[config.mk]
export PLATFORM = sky130hd
export DESIGN_NAME = sqwGen
export DESIGN_NICKNAME = d
export VERILOG_FILES = /design/src/rtl/sqwGen_pkg.sv /design/src/rtl/sqwControl.sv /design/src/rtl/sqwDivider.sv /design/src/rtl/sqwGen.sv
export SDC_FILE = /design/constraint.sdc
export NUM_CORES = 1
export LEC_CHECK = 0
export BUFFER_PORTS_ARGS = -buffer_cell sky130_fd_sc_hd__clkbuf_2
export CAP_MARGIN = 20
export CORE_MARGIN = 10
export CORE_UTILIZATION = 30
export DETAILED_ROUTE_END_ITERATION = 8
export PLACE_DENSITY = 0.53
export REMOVE_ABC_BUFFERS = 1
export SLEW_MARGIN = 20
export SYNTH_ARGS = -nofsm -noshare
export SYNTH_HDL_FRONTEND = slang
export SYNTH_SLANG_ARGS = --single-unit
[constraint.sdc]
create_clock -name clk -period 4.1 [get_ports clk]
set_clock_uncertainty 0.05 [all_clocks]
set_input_delay 0.615 -clock clk [delete_from_list [all_inputs] [get_ports clk]]
set_output_delay 0.615 -clock clk [all_outputs]
set_load 0.01 [all_outputs]
[src/rtl/sqwGen_pkg.sv]
package sqwGen_pkg;

  localparam int STAGES    = 15;
  localparam int RATE_W    = 4;
  localparam int IDX_W     = $clog2(STAGES);
  localparam int LOW_CODES = 2;   // codes 1..LOW_CODES use the low-frequency taps
  localparam int LOW_BASE  = 7;   // tap used by code 1

  typedef struct packed {
    logic             pickRaw;  // route stage 0 to the output
    logic             pickTap;  // route the selected stage to the output
    logic [IDX_W-1:0] tapIdx;   // selected stage when pickTap is set
  } sqwCtrl_t;

  // Convert a rate code into a stage index (code 0 is never looked up here)
  function automatic logic [IDX_W-1:0] tapIndex(input logic [RATE_W-1:0] code);
    logic [IDX_W-1:0] idx;
    if (int'(code) <= LOW_CODES)
      idx = IDX_W'(LOW_BASE + int'(code) - 1);
    else
      idx = IDX_W'(int'(code) - 1);
    return idx;
  endfunction

endpackage

[src/rtl/sqwControl.sv]
module sqwControl
  import sqwGen_pkg::*;
(
  input  logic [RATE_W-1:0] rateSel,
  input  logic              sqwEn,
  input  logic              fastOvr,
  input  logic              pwrOk,
  input  logic              auxBackupEn,
  input  logic              auxPresent,
  output sqwCtrl_t          ctrl
);

  logic auxRawOk;

  always_comb begin
    auxRawOk = fastOvr & auxBackupEn & auxPresent;
    ctrl     = '0;
    if (!pwrOk) begin
      ctrl.pickRaw = auxRawOk;
    end else if (sqwEn) begin
      if (fastOvr) begin
        ctrl.pickRaw = 1'b1;
      end else if (rateSel != '0) begin
        ctrl.pickTap = 1'b1;
        ctrl.tapIdx  = tapIndex(rateSel);
      end
    end
  end

endmodule

[src/rtl/sqwDivider.sv]
module sqwDivider
  import sqwGen_pkg::*;
(
  input  logic     clk,
  input  logic     rst,
  input  sqwCtrl_t ctrl,
  output logic     sqwOut
);

  localparam int WIDE = 2 ** IDX_W;

  logic [STAGES-1:0] chain;
  logic [STAGES-1:0] chainNext;
  logic [WIDE-1:0]   chainWide;
  logic              tapBit;
  logic              sqwNext;

  always_comb begin
    chainNext = chain + 1'b1;
    chainWide = '0;
    chainWide[STAGES-1:0] = chainNext;
    tapBit  = chainWide[ctrl.tapIdx];
    sqwNext = ctrl.pickRaw ? chainNext[0] :
              ctrl.pickTap ? tapBit       : 1'b0;
  end

  always_ff @(posedge clk) begin
    if (rst) begin
      chain  <= '0;
      sqwOut <= 1'b0;
    end else begin
      chain  <= chainNext;
      sqwOut <= sqwNext;
    end
  end

endmodule

[src/rtl/sqwGen.sv]
module sqwGen
  import sqwGen_pkg::*;
(
  input  logic              clk,
  input  logic              rst,
  input  logic [RATE_W-1:0] rateSel,
  input  logic              sqwEn,
  input  logic              fastOvr,
  input  logic              pwrOk,
  input  logic              auxBackupEn,
  input  logic              auxPresent,
  output logic              sqwOut
);

  sqwCtrl_t ctrl;

  sqwControl i_ctrl (
    .rateSel     (rateSel),
    .sqwEn       (sqwEn),
    .fastOvr     (fastOvr),
    .pwrOk       (pwrOk),
    .auxBackupEn (auxBackupEn),
    .auxPresent  (auxPresent),
    .ctrl        (ctrl)
  );

  sqwDivider i_div (
    .clk    (clk),
    .rst    (rst),
    .ctrl   (ctrl),
    .sqwOut (sqwOut)
  );

endmodule

# Word level (Yosys, flattened, before mapping)
# Index checks and enable logic that the tools add are counted.
dict set report word_totals {
  output_inout_bits 1
  register_bits 16
  wordCells 22
  inputBits 11
}
dict set report classes {
  mux 11
  n_addsub 4
  n_bitwise 2
  magnitude_cmp 2
  n_reduce_logical 1
}
# op n
set ops {}
lappend ops {{adder 15 x 1 -> 15 bit, second input constant} 1}
lappend ops {{two-way mux 5 bit} 3}
lappend ops {{two-way mux 6 bit} 1}
lappend ops {{less-than comparator 4 x 5 -> 1 bit, second input constant} 1}
lappend ops {{two-way mux 1 bit} 5}
lappend ops {{adder 3 x 4 -> 4 bit, first input constant} 1}
lappend ops {{binary-select mux 1 bit (select 4 bit)} 1}
lappend ops {{<= comparator 4 x 2 -> 1 bit, second input constant} 1}
lappend ops {{two-way mux 4 bit} 1}
lappend ops {{nonzero test 4 bit} 1}
lappend ops {{subtractor 4 x 1 -> 4 bit, second input constant} 1}
lappend ops {{subtractor 4 x 2 -> 4 bit, second input constant} 1}
lappend ops {{bitwise AND 1 bit} 2}

# Logic depth before layout (Yosys ltp)
dict set report logic_depth {
  depth_word 11
  depth_mapped 10
  depth_no_buf 9
}

# Cells and area by module
# Synthesis repeated with hierarchy kept, for this count alone.
dict set report hier_totals {
  hier_cells 145
  hier_area_um2 1142.3
}
# module area_per_inst_um2 cells_per_inst instances
set modules_own_cells {}
lappend modules_own_cells {sqwDivider 948.4 117 1}
lappend modules_own_cells {sqwControl 193.9 28 1}

# Worst setup path before layout
# OpenSTA, ideal clock, no wires.
dict set report synth_timing {
  kind {input-to-reg}
  startpoint {in rateSel[0]}
  endpoint {reg i_div.sqwOut}
  path_stages 9
  setup_ps 122
  arrival_time_ps 2402
  t_required_ps 3928
  setup_slack_ps 1526
  path_cell_list {inv_1 -> ha_1 -> nor3b_1 -> o22ai_2 -> buf_2 -> or4_1 -> o311ai_1 -> o21ai_1 -> a311o_1}
}
dict set report synth_via {
  elab_chain_cells 11
  elab_cells_between_ends 14
}
# element line_no
set synth_lines {}
lappend synth_lines {{from (decl)} sqwGen.sv:6} ;# input logic [RATE_W-1:0] rateSel,
lappend synth_lines {{adder 3 x 4 -> 4 bit} sqwGen_pkg.sv:19} ;# idx = IDX_W'(LOW_BASE + int'(code) - 1);
lappend synth_lines {{subtractor 4 x 2 -> 4 bit} sqwGen_pkg.sv:19}
lappend synth_lines {{two-way mux 4 bit} sqwGen_pkg.sv:18} ;# if (int'(code) <= LOW_CODES)
lappend synth_lines {{two-way mux 5 bit *} sqwControl.sv:23} ;# end else if (rateSel != '0) begin
lappend synth_lines {{two-way mux 5 bit *} sqwControl.sv:21} ;# if (fastOvr) begin
lappend synth_lines {{two-way mux 6 bit *} sqwControl.sv:20} ;# end else if (sqwEn) begin
lappend synth_lines {{two-way mux 5 bit *} sqwControl.sv:18} ;# if (!pwrOk) begin
lappend synth_lines {{binary-select mux 1 bit (select 4 bit)} sqwDivider.sv:22} ;# tapBit = chainWide[ctrl.tapIdx];
lappend synth_lines {{two-way mux 1 bit (not written as such)} sqwDivider.sv:22}
lappend synth_lines {{two-way mux 1 bit *} sqwDivider.sv:24} ;# ctrl.pickTap ? tapBit : 1'b0;
lappend synth_lines {{two-way mux 1 bit *} sqwDivider.sv:23} ;# sqwNext = ctrl.pickRaw ? chainNext[0] :
lappend synth_lines {{to (signal assigned)} sqwDivider.sv:33} ;# sqwOut <= sqwNext;
lappend synth_lines {{to (decl)} sqwDivider.sv:7} ;# output logic sqwOut
# Every way passes the cells marked *; elsewhere a longest branch is shown, timed or not. The select of a mux whose other input is x is not followed.
# A chain may end at the register's enable or synchronous reset.

# Final worst setup path
# Ends and elaborated chain as after synthesis.

==> flow_summary_export.csv <==
group,metric,value,unit
logic_synthesis,synth.most_common_cell,"nor2_1",
critical_path,arrival,2.89,ns
grt,grt_usage,8.40,%
critical_path,cp-startpoint,"rateSel[0]",
pwr,powerDensity,240,nW/um2
drt,routedWlPerCell,13.9,um
place,hpwlAfterDp,2420,um
timing,fin_tns_setup,0,ns
cts,numClockSinks,16,
drt,vias,1206,
pwr,power_leakage,0.498,nW
logic_synthesis,yosys_warnings,0,
pwr,pwr-share-comb,18.5,%
place,numPortBuffers,11,
critical_path,regToRegSetupSlack,1.36,ns
timing,max-slew-margin-rel,56.5,%
pwr,switchingPower,92.1,uW
cells_and_area,seqCellArea,320,um2
min_path,min_from,"i_div.chain[14]",
logic_synthesis,yosys-top-cells-count,"nor2_1 (22), dfxtp_1 (16), nand2_1 (13), a21oi_1 (8), nand3_1 (8)",
die,core,4090,um2
die,start_util,31.7,%
pwr,seq_power_share,47.6,%
cells_and_area,drive_gt1_share,14.5,%
grt,antenna_found_initial,0,
cts,cts_made_buffers,3,
grt,grt_pass1_wl,5380,um
cells_and_area,synthToLayoutAreaGrowth,9.75,%
cells_and_area,final_nets,191,
drt,dr.pass1.iters,4,
cts,postCtsHoldBufs,0,
cells_and_area,antennaDiodeCount,0,
place,routabilityCongestion,0.751,
cts,htree_levels,1,
critical_path,crit_fanout,11,
grt,grt_pass1_vias,1174,
critical_path,crit_end,"i_div.sqwOut",
critical_path,path_class,"in2reg",
timing,post-route-min-period,2.81,ns
logic_synthesis,async_flop_share,0,%
timing,setup_viol,0,
pwr,p_int,250,uW
critical_path,r2r_start,"i_div.chain[0]",
logic_synthesis,yosys.area.top_type,"dfxtp_1",
pwr,finalPower,342,uW
drt,drtIter0Drc,129,
logic_synthesis,ys.flop_type,"dfxtp_1",
die,die_area,7350,um2
die,io_pins,12,
logic_synthesis,synth_area_leaders,"dfxtp_1 (25%), nor2_1 (6.4%), ha_1 (5.8%)",
timing,slew_viol_final,0,
cts,clk_latency,0.25,ns
logic_synthesis,avgSynthCellArea,7.86,um2
critical_path,r2r-end,"i_div.sqwOut",
outcome,status,"completed",
timing,rsz0062_at_grt,"no",
drt,wl,3090,um
run,drv_cap,0,
cells_and_area,multi_input_area,917,um2
cts,clk_path_buf_depth,2,
cells_and_area,fillCellCount,435,
logic_synthesis,ys_seq_area_share,24.7,%
timing,finalHoldViolCount,0,
logic_synthesis,syn_inst,165,
timing,max_freq,0.356,GHz
logic_synthesis,yosysTopAreaCellShare,24.7,%
cts,clk_pin_slew,0.06,ns
place,dp_slack,1.05,ns
critical_path,crit_required,4.18,ns
critical_path,cp-start-kind,"primary input",
drt,antenna_left,0,
min_path,hold_class,"reg2reg",
timing,period_share,68.5,%
critical_path,crit_path_end_kind,"register",
timing,tightestPinTransition,0.647,ns
grt,grt_start_max_net_pins,19,
drt,via_per_inst,5.43,
cts,post_cts_resized,0,
drt,drc,0,
grt,grt_overflow,0,
timing,fin_ws,1.29,ns
critical_path,rr_worst_depth,8,
logic_synthesis,synth_edf_count,0,
pwr,sw_frac_of_total,26.9,%
die,die_x,85.7,um
cts,postCtsSetupRepairBufs,0,
cells_and_area,final_util,34.8,%
die,dieHeight,85.7,um
die,fp-row-count,23,
logic_synthesis,ys_ff_latch,16,
cts,cts_tree,"done",
pwr,clockPowerShare,33.9,%
logic_synthesis,ys_types,48,
cts,cts_root_buf,"clkbuf_8",
pwr,ir_drop,218,uV
logic_synthesis,syn_area,1300,um2
## metal layers
| metal | global-route usage (%) | up-vias | part of all wire (%) |
|---|---|---|---|
| li1 | - | 621 | - |
| met1 | 10.3 | 570 | 47 |
| met2 | 15.0 | 13 | 50 |
| met3 | 1.70 | 2 | 2.6 |
| met4 | 0.898 | 0 | 0.16 |
| met5 | 0 | - | 0 |
## power by group through the flow
stage                     Sequential [mW]  Clock, mW  Combinational (mW)
final                               0.163      0.116              0.0634
after global routing                0.163      0.124              0.0706
after CTS                           0.163      0.117              0.0633
after detailed placement            0.166          0              0.0631
after global placement              0.166          0              0.0613
after floorplan                     0.165          0              0.0435
## worst min path at each step
stage               slack (ns)  depth (start not counted)         endpoint
floorplan                 0.42                          2  i_div.chain[14]
global placement          0.45                          2  i_div.chain[14]
detailed placement        0.47                          2  i_div.chain[14]
CTS                       0.48                          2  i_div.chain[14]
global route              0.53                          1   i_div.chain[0]
finish                    0.48                          2  i_div.chain[14]
## logic make-up after synthesis
group	Yosys count	synth area share, %
xor+xnor	11	7.43
simple gates	72	29.4
fa+ha+maj	6	5.79
buf+inv	14	4.54
compound gates	39	22.4
mux	7	5.69
flops	16	24.7
## through the flow
| step | std cells | area (um2) | hold slack, ns |
|---|---|---|---|
| 4_1_cts | 222 | 1420 | 0.481 |
| 2_1_floorplan | 158 | 1260 | 0.423 |
| 3_5_place_dp | 219 | 1380 | 0.466 |
| 5_1_grt | 222 | 1420 | 0.527 |
| 6_report | 222 | 1420 | 0.477 |
| 3_3_place_gp | 219 | 1380 | 0.455 |
## cell usage in the layout (no fill, tap or decap), types with 2 or more instances in the layout
cell type,n
nand2b_1,2
o211ai_1,3
ha_1,6
o32ai_1,3
o21ai_0,6
clkbuf_2,11
a31oi_1,2
a311o_1,3
clkbuf_8,3
or4_1,3
xnor2_1,7
nor2b_1,2
a21oi_1,8
xor2_1,4
nor4_1,2
or3_1,5
nand4_1,2
mux2i_1,4
nor3_1,3
dfxtp_1,16
nand3_1,8
nor2_1,22
mux2_2,3
inv_1,7
and3_1,2
o21ai_1,2
nand2_1,13
## critical path, stage by stage
cell      delay (ns)
clkbuf_2        0.11
inv_1           0.12
ha_1            0.23
a211o_4         0.36
and3b_1         0.44
mux2_2          0.39
o32ai_1         0.14
o32ai_1         0.11
a311o_1         0.37
## state kept, by name, indices dropped and copies added (netlist names)
register and flops:
i_div.sqwOut 1, i_div.chain 15
## area by class of cell
| class | count | area share [%] |
|---|---|---|
| inverter | 7 | 1.85 |
| sequential | 16 | 22.5 |
| multi-input combinational | 135 | 64.5 |
| timing repair buffer | 11 | 3.87 |
| clock buffer | 3 | 2.90 |
| tap | 50 | 4.40 |
No activity file was read; power rests on OpenSTA's default activity.
